$ cat src/rtl/spi_pinctl_pkg.sv
package spi_pinctl_pkg;

    // serial input source encoding
    typedef enum logic {
        SIN_MOSI = 1'b0,
        SIN_MISO = 1'b1
    } sin_src_e;

    // registered state of the fault supervisor
    typedef struct packed {
        logic modf;
        logic armed;
        logic abort;
        logic clr_mstr;
        logic clr_oe;
    } flt_state_t;

endpackage

$ cat src/rtl/spi_ss_sync.sv
module spi_ss_sync #(
    parameter int STAGES = 2
) (
    input  logic clk,
    input  logic rst_n,
    input  logic din,
    output logic dout
);
    logic [STAGES-1:0] sh_d, sh_q;

    always_comb begin
        sh_d = {sh_q[STAGES-2:0], din};
    end

    always_ff @(posedge clk or negedge rst_n) begin
        if (!rst_n) sh_q <= '1;
        else        sh_q <= sh_d;
    end

    assign dout = sh_q[STAGES-1];
endmodule

$ cat src/rtl/spi_fault_ctl.sv
module spi_fault_ctl
    import spi_pinctl_pkg::*;
(
    input  logic clk,
    input  logic rst_n,
    input  logic spe,
    input  logic mstr,
    input  logic bidir,
    input  logic bidir_oe,
    input  logic modf_en,
    input  logic ss_lvl,
    input  logic busy,
    input  logic stat_rd,
    input  logic ctrl_wr,
    output logic fault_now,
    output flt_state_t st
);
    flt_state_t st_d, st_q;

    always_comb begin
        st_d          = st_q;
        st_d.abort    = 1'b0;
        st_d.clr_mstr = 1'b0;
        st_d.clr_oe   = 1'b0;
        fault_now     = spe & mstr & modf_en & ~ss_lvl & ~st_q.modf;
        if (st_q.modf) begin
            if (ctrl_wr) begin
                if (st_q.armed) st_d.modf = 1'b0;
                st_d.armed = 1'b0;
            end else if (stat_rd) begin
                st_d.armed = 1'b1;
            end
        end else if (fault_now) begin
            st_d.modf     = 1'b1;
            st_d.armed    = 1'b0;
            st_d.abort    = busy;
            st_d.clr_mstr = 1'b1;
            st_d.clr_oe   = bidir & bidir_oe;
        end
    end

    always_ff @(posedge clk or negedge rst_n) begin
        if (!rst_n) st_q <= '0;
        else        st_q <= st_d;
    end

    assign st = st_q;
endmodule

$ cat src/rtl/spi_pad_dir.sv
module spi_pad_dir
    import spi_pinctl_pkg::*;
(
    input  logic     spe,
    input  logic     mstr_act,
    input  logic     modf,
    input  logic     bidir,
    input  logic     bidir_oe,
    input  logic     ss_out,
    input  logic     modf_en,
    output logic     mosi_oe,
    output logic     miso_oe,
    output logic     sck_oe,
    output logic     ss_oe,
    output sin_src_e sin_sel
);
    logic live;

    always_comb begin
        live    = spe & ~modf;
        mosi_oe = 1'b0;
        miso_oe = 1'b0;
        if (live) begin
            if (mstr_act) mosi_oe = bidir ? bidir_oe : 1'b1;
            else          miso_oe = bidir ? bidir_oe : 1'b1;
        end
        sck_oe  = live & mstr_act;
        ss_oe   = live & mstr_act & ss_out & ~modf_en;
        sin_sel = (mstr_act ^ bidir) ? SIN_MISO : SIN_MOSI;
    end
endmodule

$ cat src/rtl/spi_pinctl.sv
module spi_pinctl
    import spi_pinctl_pkg::*;
#(
    parameter int SYNC_STAGES = 2
) (
    input  logic clk,
    input  logic rst_n,
    input  logic spe_i,
    input  logic mstr_i,
    input  logic bidir_i,
    input  logic bidir_oe_i,
    input  logic ss_out_i,
    input  logic modf_en_i,
    input  logic ss_n_i,
    input  logic busy_i,
    input  logic rx_done_i,
    input  logic stat_rd_i,
    input  logic ctrl1_wr_i,
    output logic mosi_oe_o,
    output logic miso_oe_o,
    output logic sck_oe_o,
    output logic ss_oe_o,
    output logic sin_sel_o,
    output logic master_o,
    output logic modf_o,
    output logic abort_o,
    output logic clr_mstr_o,
    output logic clr_bidir_oe_o,
    output logic rx_full_set_o
);
    logic       ss_lvl;
    logic       fault_now;
    logic       mstr_act;
    flt_state_t st;
    sin_src_e   sin_src;

    spi_ss_sync #(.STAGES(SYNC_STAGES)) i_sync (
        .clk  (clk),
        .rst_n(rst_n),
        .din  (ss_n_i),
        .dout (ss_lvl)
    );

    spi_fault_ctl i_fault (
        .clk      (clk),
        .rst_n    (rst_n),
        .spe      (spe_i),
        .mstr     (mstr_i),
        .bidir    (bidir_i),
        .bidir_oe (bidir_oe_i),
        .modf_en  (modf_en_i),
        .ss_lvl   (ss_lvl),
        .busy     (busy_i),
        .stat_rd  (stat_rd_i),
        .ctrl_wr  (ctrl1_wr_i),
        .fault_now(fault_now),
        .st       (st)
    );

    assign mstr_act = mstr_i & ~st.modf;

    spi_pad_dir i_pads (
        .spe     (spe_i),
        .mstr_act(mstr_act),
        .modf    (st.modf),
        .bidir   (bidir_i),
        .bidir_oe(bidir_oe_i),
        .ss_out  (ss_out_i),
        .modf_en (modf_en_i),
        .mosi_oe (mosi_oe_o),
        .miso_oe (miso_oe_o),
        .sck_oe  (sck_oe_o),
        .ss_oe   (ss_oe_o),
        .sin_sel (sin_src)
    );

    assign sin_sel_o      = sin_src;
    assign master_o       = spe_i & mstr_act;
    assign modf_o         = st.modf;
    assign abort_o        = st.abort;
    assign clr_mstr_o     = st.clr_mstr;
    assign clr_bidir_oe_o = st.clr_oe;
    assign rx_full_set_o  = rx_done_i & ~st.modf & ~fault_now;
endmodule

$ cat config.mk
export PLATFORM = sky130hd
export DESIGN_NAME = spi_pinctl
export DESIGN_NICKNAME = d
export VERILOG_FILES = /design/src/rtl/spi_pinctl_pkg.sv /design/src/rtl/spi_ss_sync.sv /design/src/rtl/spi_fault_ctl.sv /design/src/rtl/spi_pad_dir.sv /design/src/rtl/spi_pinctl.sv
export SDC_FILE = /design/constraint.sdc
export NUM_CORES = 1
export LEC_CHECK = 0
export CELL_PAD_IN_SITES_DETAIL_PLACEMENT = 0
export CELL_PAD_IN_SITES_GLOBAL_PLACEMENT = 2
export CORE_AREA = 2 2 39 41
export DETAILED_ROUTE_END_ITERATION = 10
export DIE_AREA = 0 0 41 43
export DONT_BUFFER_PORTS = 1
export GPL_TIMING_DRIVEN = 1
export PLACE_DENSITY_LB_ADDON = 0.1
export SLEW_MARGIN = 20
export SYNTH_ARGS = -nofsm -noshare
export SYNTH_HDL_FRONTEND = slang
export SYNTH_HIERARCHICAL = 1
export SYNTH_SLANG_ARGS = --single-unit
$ cat constraint.sdc
create_clock -name clk -period 2.4 [get_ports clk]
set_clock_uncertainty 0.1 [all_clocks]
set_input_delay 0.12 -clock clk [delete_from_list [all_inputs] [get_ports clk]]
set_output_delay 0.12 -clock clk [all_outputs]
set_load 0.1 [all_outputs]
==> flow_summary.toml <==
[cts]
h-tree-depth = 1
cts_resized = 0
clk_pin_slew_worst_paths_ns = 0.05
ctsHoldBuffers = 10
cts_tree = "built"
clock-sinks = 7
cts_buffers = 3
cts_setup_buffers = 0
clockBufferDepth = 2
cts-root-buf = "clkbuf_4"
clock_latency_ns = 0.24

[die]
die_w_microns = 41
core_area_sq_um = 1380
pin_count = 24
die_area_sq_um = 1760
die_y_microns = 43
start_util_pct = 24.7
num_rows = 14

[drt]
ant_nets = 0
wl_microns = 805
num_vias = 300
drtIter0Drc = 1
post_drt_wl_per_cell_microns = 12.2
drt-pass1-iter-count = 4
drc_errors = 0
vias_per_cell = 4.55

[hold_path]
hold_start = "spe_i"
hold_path.class = "in2reg"

[grt]
grt_pass1_wl_microns = 1280
overflow = 0
grt_max_degree = 10
grt_use_total_pct = 11.3
first_global_vias = 307
antenna_found_initial = 0

[power]
power_density_nw_per_um2 = 1010
p_leak_nw = 0.287
peakVddDrop_mv = 0.443
total_power_uw = 629

[worst_setup_path]
cp-end-kind = "output pin"
cp-startpoint = "i_fault/st[4]$_DFF_PN0_"
critical_path_arrival_ns = 1.76
cp_common_cell = "buf_4"
crit_chain = "buf_4 -> nand4b_4 -> nor2_1 -> nor3b_4 -> buf_4"
cp-start-kind = "flip-flop"
endpoint = "rx_full_set_o"
crit_required_ns = 2.18
timing.rr.end = "i_fault/st[2]$_DFF_PN0_"
critPathMaxStageDelay_ns = 0.35
cp_max_fo = 9
r2r_cells = 4
r2r_slack_ns = 0.57
regToRegStartpoint = "i_fault/st[4]$_DFF_PN0_"
path_class = "reg2out"
slowest_stage = "dfrtp_2"

[logic_synthesis]
async_reset_ff_share_pct = 100
synth_seq_cells = 7
yosysWarnings = 6
synthFlopType = "dfrtp_1"
synth_cells = 27
yosysTopAreaCell = "dfrtp_1"
synth.distinct_cells = 17
syn-num-nets = 40
avgSynthCellArea_sq_um = 12.7
ys_seq_area_share_pct = 52.0
synth_top_area_share_pct = 36.6
synth_area_sq_um = 342
synth_edf_count = 0
synthTopCellsByArea = "dfrtp_1, dfstp_2, nor3b_2"

[placed_design]
hpwl_microns = 616
io_buffers = 0
gp_congestion = 0.591

[timing]
hold_violations = 0
setup_violations = 0
min_period_ns = 1.98
drv_slew = 0
fmax_ghz = 0.505
fin_crit_sh_pct = 82.5
slew_headroom_pct = 41.9
worst_pin_slew_ns = 0.872
rsz0062_at_grt = "no"
tns_ns = 0

[final_layout]
num-fill-cells = 134
multi_input_area_sq_um = 196
fin_nets = 64
syn2layout_area_growth_pct = 81.7
post_route_cells_drive_above_1_share_pct = 44.0
final-seq-area_sq_um = 179
diodes = 0

[status]
status = "finished clean"

[flow_run]
drv_cap = 0
cells in the mapped netlist, types with 2 or more instances:
library cell and count:
dfrtp_1 5, nand2_1 3, nor2b_1 2, nor2_1 2, dfstp_2 2, nor3b_2 2
layout by cell type, fill, tap and decap left out:
| cell type | synthesis | routed |
|---|---|---|
| nand4b_4 | 1 | 1 |
| a21o_2 | 1 | 1 |
| buf_12 | 0 | 2 |
| nor2_1 | 2 | 1 |
| nor3b_4 | 0 | 2 |
| o2bb2ai_1 | 1 | 1 |
| nand3b_1 | 1 | 1 |
| dlygate4sd3_1 | 0 | 11 |
| and3b_1 | 1 | 1 |
| buf_4 | 0 | 6 |
| dfstp_2 | 2 | 2 |
| dfrtp_1 | 5 | 4 |
| nor2b_1 | 2 | 2 |
| inv_1 | 1 | 1 |
| dfrtp_2 | 0 | 1 |
| nor4b_4 | 0 | 1 |
| nand2_1 | 3 | 3 |
| xor2_2 | 0 | 1 |
| nor2_2 | 0 | 1 |
| o211a_1 | 1 | 1 |
| nor3_1 | 1 | 1 |
| clkbuf_1 | 0 | 1 |
| nor3b_2 | 2 | 1 |
| clkbuf_4 | 0 | 3 |
routing by layer:
layer	global-route usage (%)	part of all wire, %	vias to the layer above
li1	-	-	141
met1	12.3	35	142
met2	17.2	52	17
met3	5.24	13	0
met4	6.00	0	0
met5	0	0	-
sequential cells by signal, summed over array words and instances (netlist names):
register and flops:
i_sync/sh_q 2, i_fault/st 5
worst max-delay path: cells and delay by family (launching register included):
family | cells | cell delay (ns)
buffers and inverters | 2 | 0.66
flip-flops | 1 | 0.35
AND/OR/NAND/NOR | 3 | 0.50
report_power, final:
| group | total, mW | internal, mW | switching [mW] |
|---|---|---|---|
| Combinational | 0.367 | 0.104 | 0.263 |
| Sequential | 0.157 | 0.138 | 0.0193 |
| Clock | 0.104 | 0.0633 | 0.0408 |
| Total | 0.629 | 0.306 | 0.323 |
layout make-up:
class | instances | area share [%]
tap | 16 | 3.23
sequential | 7 | 28.8
clock buffer | 4 | 4.23
multi-input combinational | 19 | 31.7
inverter | 1 | 0.605
timing repair buffer | 19 | 31.5
logic make-up after synthesis:
family / after synthesis / synth area share (%)
buffers and inverters: 1 / 1.10
and+or+nand+nor: 15 / 36.3
xor gates and xnor gates: 1 / 2.56
DFF: 7 / 52.0
AOI/OAI and AO/OA: 3 / 8.06
stage by stage:
step,util (%),area [sq um],setup WS [ns],cells,hold WS (ns)
2_1_floorplan,-,379,0.0223,27,-0.276
3_3_place_gp,35.0,484,0.682,51,-0.275
3_5_place_dp,35.0,484,0.661,51,-0.275
4_1_cts,44.1,611,0.383,65,0.0142
5_1_grt,44.8,621,0.329,66,0.00206
6_report,44.8,621,0.420,66,0.0118
how the worst min path moves through the flow:
| stage | end | depth (start not counted) |
|---|---|---|
| final | i_fault/st[1]$_DFF_PN0_ | 2 |
| after global placement | i_fault/st[1]$_DFF_PN0_ | 0 |
| after detailed placement | i_fault/st[3]$_DFFE_PN0P_ | 0 |
| after CTS | i_fault/st[1]$_DFF_PN0_ | 2 |
| after floorplan | i_fault/st[0]$_DFF_PN0_ | 0 |
| after global routing | i_fault/st[1]$_DFF_PN0_ | 2 |
No activity file was read; power rests on OpenSTA's default activity.
